`config.mk`:
```
export PLATFORM = sky130hd
export DESIGN_NAME = hw_standby_ctrl
export DESIGN_NICKNAME = d
export VERILOG_FILES = /design/src/rtl/hsb_pkg.sv /design/src/rtl/hsb_sync.sv /design/src/rtl/hsb_fsm.sv /design/src/rtl/hw_standby_ctrl.sv
export SDC_FILE = /design/constraint.sdc
export NUM_CORES = 1
export LEC_CHECK = 0
export BUFFER_PORTS_ARGS = -buffer_cell sky130_fd_sc_hd__buf_4
export CORE_AREA = 2 2 39 41
export CTS_CLUSTER_SIZE = 16
export DETAILED_ROUTE_END_ITERATION = 12
export DIE_AREA = 0 0 41 43
export MAX_ROUTING_LAYER = met4
export PLACE_DENSITY = 0.78
export SYNTH_ARGS = -nofsm -noshare
export SYNTH_HDL_FRONTEND = slang
export SYNTH_SLANG_ARGS = --single-unit
```
`constraint.sdc`:
```
create_clock -name clk -period 1.5 [get_ports clk]
set_clock_uncertainty 0.1 [all_clocks]
set_input_delay 0.15 -clock clk [delete_from_list [all_inputs] [get_ports clk]]
set_output_delay 0.15 -clock clk [all_outputs]
set_load 0.1 [all_outputs]
```
`src/rtl/hsb_pkg.sv`:
```
package hsb_pkg;

  typedef enum logic [2:0] {
    ST_RUN     = 3'd0,
    ST_SLEEP   = 3'd1,
    ST_SWSTBY  = 3'd2,
    ST_SETTLE  = 3'd3,
    ST_RESUME  = 3'd4,
    ST_HWSTBY  = 3'd5,
    ST_OSCUP   = 3'd6,
    ST_PORPLS  = 3'd7
  } hsb_state_e;

  typedef struct packed {
    logic clk_on;
    logic osc_on;
    logic tmu_halt;
    logic mask;
    logic aon_on;
    logic por_pulse;
  } hsb_out_t;

  function automatic hsb_out_t state_outputs(hsb_state_e s);
    hsb_out_t o;
    o = '{clk_on: 1'b0, osc_on: 1'b1, tmu_halt: 1'b0, mask: 1'b0,
          aon_on: 1'b1, por_pulse: 1'b0};
    unique case (s)
      ST_RUN, ST_RESUME: o.clk_on = 1'b1;
      ST_SLEEP, ST_SETTLE: o.clk_on = 1'b0;
      ST_SWSTBY: o.osc_on = 1'b0;
      ST_HWSTBY: begin
        o.osc_on   = 1'b0;
        o.tmu_halt = 1'b1;
        o.mask     = 1'b1;
      end
      ST_OSCUP: begin
        o.tmu_halt = 1'b1;
        o.mask     = 1'b1;
      end
      ST_PORPLS: begin
        o.tmu_halt  = 1'b1;
        o.mask      = 1'b1;
        o.por_pulse = 1'b1;
      end
      default: o = o;
    endcase
    return o;
  endfunction

endpackage

```
`src/rtl/hsb_sync.sv`:
```
module hsb_sync #(
  parameter int W = 2,
  parameter int STAGES = 2,
  parameter logic [W-1:0] RST_VAL = '1
) (
  input  logic         clk,
  input  logic         rst_n,
  input  logic [W-1:0] d,
  output logic [W-1:0] q
);
  logic [W-1:0] stage [STAGES];

  always_ff @(posedge clk or negedge rst_n) begin
    if (!rst_n) stage[0] <= RST_VAL;
    else        stage[0] <= d;
  end

  for (genvar i = 1; i < STAGES; i++) begin : g_stage
    always_ff @(posedge clk or negedge rst_n) begin
      if (!rst_n) stage[i] <= RST_VAL;
      else        stage[i] <= stage[i-1];
    end
  end

  assign q = stage[STAGES-1];
endmodule

```
`src/rtl/hsb_fsm.sv`:
```
module hsb_fsm
  import hsb_pkg::*;
(
  input  logic clk,
  input  logic rst_n,
  input  logic stby_ok,
  input  logic por_ok,
  input  logic sleep_req,
  input  logic stby_sel,
  input  logic irq,
  input  logic mrst_req,
  input  logic cpu_restarted,
  input  logic settle_done,
  output logic clk_gate_en,
  output logic osc_en,
  output logic tmu_halt,
  output logic irq_mask,
  output logic aon_en,
  output logic por_req,
  output logic settle_err
);
  hsb_state_e state, state_nx;
  logic       por_q;
  logic       por_rise;
  logic       early_rise;
  logic       wake_evt;
  hsb_out_t   outs;

  assign por_rise   = por_ok & ~por_q;
  assign early_rise = (state == ST_OSCUP) & stby_ok & por_rise & ~settle_done;
  assign wake_evt   = irq | mrst_req;

  always_comb begin
    state_nx = state;
    unique case (state)
      ST_RUN:
        if (!stby_ok)       state_nx = ST_HWSTBY;
        else if (sleep_req) state_nx = stby_sel ? ST_SWSTBY : ST_SLEEP;
      ST_SLEEP:
        if (!stby_ok)       state_nx = ST_RESUME;
        else if (wake_evt)  state_nx = ST_RUN;
      ST_SWSTBY:
        if (!stby_ok)       state_nx = ST_HWSTBY;
        else if (wake_evt)  state_nx = ST_SETTLE;
      ST_SETTLE:
        if (settle_done)    state_nx = ST_RESUME;
      ST_RESUME:
        if (cpu_restarted)  state_nx = stby_ok ? ST_RUN : ST_HWSTBY;
      ST_HWSTBY:
        if (stby_ok && !por_ok) state_nx = ST_OSCUP;
      ST_OSCUP:
        if (!stby_ok)                      state_nx = ST_HWSTBY;
        else if (por_rise && settle_done)  state_nx = ST_PORPLS;
      ST_PORPLS:            state_nx = ST_RUN;
      default:              state_nx = ST_RUN;
    endcase
  end

  always_ff @(posedge clk or negedge rst_n) begin
    if (!rst_n) begin
      state      <= ST_RUN;
      por_q      <= 1'b1;
      settle_err <= 1'b0;
    end else begin
      state <= state_nx;
      por_q <= por_ok;
      if (early_rise) settle_err <= 1'b1;
    end
  end

  assign outs        = state_outputs(state);
  assign clk_gate_en = outs.clk_on & ((state != ST_RUN) | stby_ok);
  assign osc_en      = outs.osc_on;
  assign tmu_halt    = outs.tmu_halt;
  assign irq_mask    = outs.mask;
  assign aon_en      = outs.aon_on;
  assign por_req     = outs.por_pulse;

  a_r3_no_wake_from_hw: assert property (@(posedge clk) disable iff (!rst_n)
    (state == ST_HWSTBY && wake_evt && !stby_ok) |=> (state == ST_HWSTBY));

  a_r4_gate_drop_run: assert property (@(posedge clk) disable iff (!rst_n)
    (state == ST_RUN && !stby_ok) |=> (tmu_halt && !clk_gate_en));

  a_r8_exit_handshake: assert property (@(posedge clk) disable iff (!rst_n)
    (state == ST_HWSTBY && !(stby_ok && !por_ok)) |=> (state == ST_HWSTBY));

  a_r9_single_pulse: assert property (@(posedge clk) disable iff (!rst_n)
    por_req |=> (!por_req && clk_gate_en == stby_ok && !irq_mask));

  a_r10_err_on_early: assert property (@(posedge clk) disable iff (!rst_n)
    early_rise |=> (settle_err && !por_req));

  a_r10_err_sticky: assert property (@(posedge clk) disable iff (!rst_n)
    settle_err |=> settle_err);

endmodule

```
`src/rtl/hw_standby_ctrl.sv`:
```
module hw_standby_ctrl #(
  parameter int SYNC_STAGES = 2
) (
  input  logic clk,
  input  logic rst_n,
  input  logic stby_pin_n,
  input  logic por_pin_n,
  input  logic sleep_req,
  input  logic stby_sel,
  input  logic irq,
  input  logic mrst_req,
  input  logic cpu_restarted,
  input  logic settle_done,
  output logic clk_gate_en,
  output logic osc_en,
  output logic tmu_halt,
  output logic irq_mask,
  output logic aon_en,
  output logic por_req,
  output logic settle_err
);
  localparam int PINS = 2;
  logic [PINS-1:0] pins_raw, pins_sync;

  assign pins_raw = {por_pin_n, stby_pin_n};

  hsb_sync #(.W(PINS), .STAGES(SYNC_STAGES), .RST_VAL({PINS{1'b1}})) u_sync (
    .clk  (clk),
    .rst_n(rst_n),
    .d    (pins_raw),
    .q    (pins_sync)
  );

  hsb_fsm u_fsm (
    .clk          (clk),
    .rst_n        (rst_n),
    .stby_ok      (pins_sync[0]),
    .por_ok       (pins_sync[1]),
    .sleep_req    (sleep_req),
    .stby_sel     (stby_sel),
    .irq          (irq),
    .mrst_req     (mrst_req),
    .cpu_restarted(cpu_restarted),
    .settle_done  (settle_done),
    .clk_gate_en  (clk_gate_en),
    .osc_en       (osc_en),
    .tmu_halt     (tmu_halt),
    .irq_mask     (irq_mask),
    .aon_en       (aon_en),
    .por_req      (por_req),
    .settle_err   (settle_err)
  );
endmodule

```
==> impl_metrics.tcl <==
set metrics [dict create \
    synth.largest_area_cell "dfstp_2" \
    dp_slack_ns -0.1037 \
    maxCapViolations 0 \
    htreeDepth 1 \
    clock_latency_ns 0.25 \
    r2r-start "u_sync.q[0]" \
    viasPerCell 5.355 \
    clk_transition_reported_paths_ns 0.06 \
    setup_violations 6 \
    grt_usage 0.2029 \
    layout-drive-gt1-share 0.6264 \
    grtUsageMet1 0.2567 \
    grt.busiest_layer "met2" \
    die_area_um2 1763 \
    grt_max_degree 10 \
    status "finished with violations" \
    rrSetupSlack_ns -0.1 \
    antenna_left 0 \
    hp-start "settle_done" \
    synth_area_per_cell_um2 9.255 \
    cts_max_path_buffers 2 \
    wl_per_cell_um 14.38 \
    synthCells 58 \
    coreArea_um2 1384 \
    hpwl_um 1018 \
    drc_errors 0 \
    num_antenna_cells 0 \
    whs_endpoint "u_fsm.settle_err" \
    worstHoldPathType "input pin to flop" \
    clock_sinks 9 \
    fmax_ghz 0.6265 \
    cts_tree "yes" \
    finish.utilization 0.7206 \
    required_ns 1.57 \
    setup_ws_ns -0.09627 \
    ios 17 \
    slowest_stage "dfstp_2" \
    num_vias 573 \
    synthArstFlopShare 1.000 \
    dr.pass1.iters 4 \
    area_growth_pct 85.78 \
    period_needed_ns 1.596 \
    hold_viol 0 \
    path_class "flop to flop" \
    dr.first_iter.drc_count 16 \
    portBuffers 15 \
    worstPathArrival_ns 1.67 \
    cp-start-kind "flop" \
    wirelength_um 1539 \
    synth_top_area_frac 0.2448 \
    final_cell_mix "buf_4, buf_6, buf_12, dfstp_2, a21oi_1" \
    synth_ff_type "dfstp_2" \
    row_count 14 \
    r2r_cells 4 \
    grt_pass1_wl_um 2421 \
    clockRootBuffer "clkbuf_4" \
    gp_congestion 0.8163 \
    worst_r2r_endpoint "u_fsm.state[0]" \
    ys_seq_area_frac 0.4312 \
    violations "negative setup slack" \
    initial_core_util 0.3879 \
    ys_types 28 \
    final_common_cell "buf_4" \
    grt_pass1_vias 558 \
    die_h_um 43 \
    yosys-top-cells-area "dfstp_2, dfrtp_1, nor2_1, a21oi_1, nor4b_4" \
    holdPathStages 3 \
    ys_seq_elements 9 \
    yosys_warnings 0 \
    path_cells "or4b_4 > o21ai_2 > a22oi_1 > o2bb2ai_1" \
    chipWidth_um 41 \
    syn-num-nets 68 \
    overflow 0 \
    finalMaxSlewViolations 0 \
    synth_area_um2 536.8 \
    end_kind "flop" \
    cts_buffers 3 \
    critPathMaxFanout 5 \
    rsz0062_at_grt "true" \
    fin_crit_sh 1.064 \
    nets 102 \
    use_met2 0.3313 \
    grt_use_met3 0.01571 \
    synth-edff-count 0 \
    max_stage_delay_ns 0.56 \
    antenna_found_initial 0 \
]
-- layout make-up --
type | instances | area [um2]
timing repair buffer | 34 | 359.1
multi-input combinational | 40 | 344.1
clock buffer | 4 | 26.28
tap | 16 | 20.02
fill | 99 | 386.6
sequential | 9 | 232.7
inverter | 4 | 15.01
-- through the flow --
step	std cells	instance area, um2	hold slack (ns)	TNS (ns)
detailed placement	94	738.2	-0.1245	-0.2136
CTS	105	949.7	0.1381	-0.2473
global route	107	997.2	0.1598	-0.6953
floorplan	58	564.3	-0.2456	-0.2824
finish	107	997.2	0.1532	-0.3510
global placement	94	738.2	-0.1253	-0.1330
-- synthesized netlist by cell type, types with 2 or more instances --
cell type / n
a21oi_1: 5
a311oi_1: 2
buf_2: 3
buf_4: 2
dfrtp_1: 4
dfstp_2: 5
inv_1: 4
nand2_1: 3
nor2_1: 7
nor2b_1: 3
o21ai_0: 3
-- sequential cells by signal, indices dropped and copies added, names as in the netlist --
name              count
u_fsm.por_q           1
u_fsm.settle_err      1
u_sync.q              2
u_fsm.state           3
u_sync.stage          2
-- critical path: cells and delay by family (launching register included) --
family | cells | cell delay (ns)
AOI/OAI and AO/OA | 3 | 0.38
DFF | 1 | 0.56
and+or+nand+nor | 1 | 0.48
-- metal layers --
metal / share of wire / routed length [um]
met1: 0.38 / 587
met2: 0.57 / 870
met3: 0.051 / 78
met4: 0.0013 / 2
met5: 0 / 0
-- kinds of logic (layout without fill, tap and decap cells) --
kind of cell | Yosys count | count (layout) | synth area share
buffers and inverters | 9 | 42 | 0.08389
other | 1 | 1 | 0.006986
DFF | 9 | 9 | 0.4313
and+or+nand+nor | 19 | 19 | 0.2168
AOI/OAI and AO/OA | 20 | 20 | 0.2611
-- worst max path at each step --
stage | endpoint | cells past startpoint | slack [ns] | startpoint
global route | u_fsm.state[0] | 5 | -0.15 | u_fsm.state[0]
global placement | u_fsm.state[1] | 4 | -0.07 | u_fsm.state[2]
CTS | u_fsm.state[1] | 5 | -0.07 | u_fsm.state[2]
floorplan | tmu_halt | 4 | -0.22 | u_fsm.state[0]
finish | u_fsm.state[0] | 4 | -0.1 | u_sync.q[0]
detailed placement | u_fsm.state[1] | 4 | -0.10 | u_fsm.state[2]
-- timing repair --
item                                   CTS  global route
pin swaps                                9             4
setup endpoints to repair                8             8
endpoints found under the hold margin   11             0
hold buffers                             3             0
buffers inserted                         5             2
resized for setup                       32            11
Power is left out: the tool's default activity adds up to more than one toggle a clock period on the data nets, which glitch-free logic cannot reach.
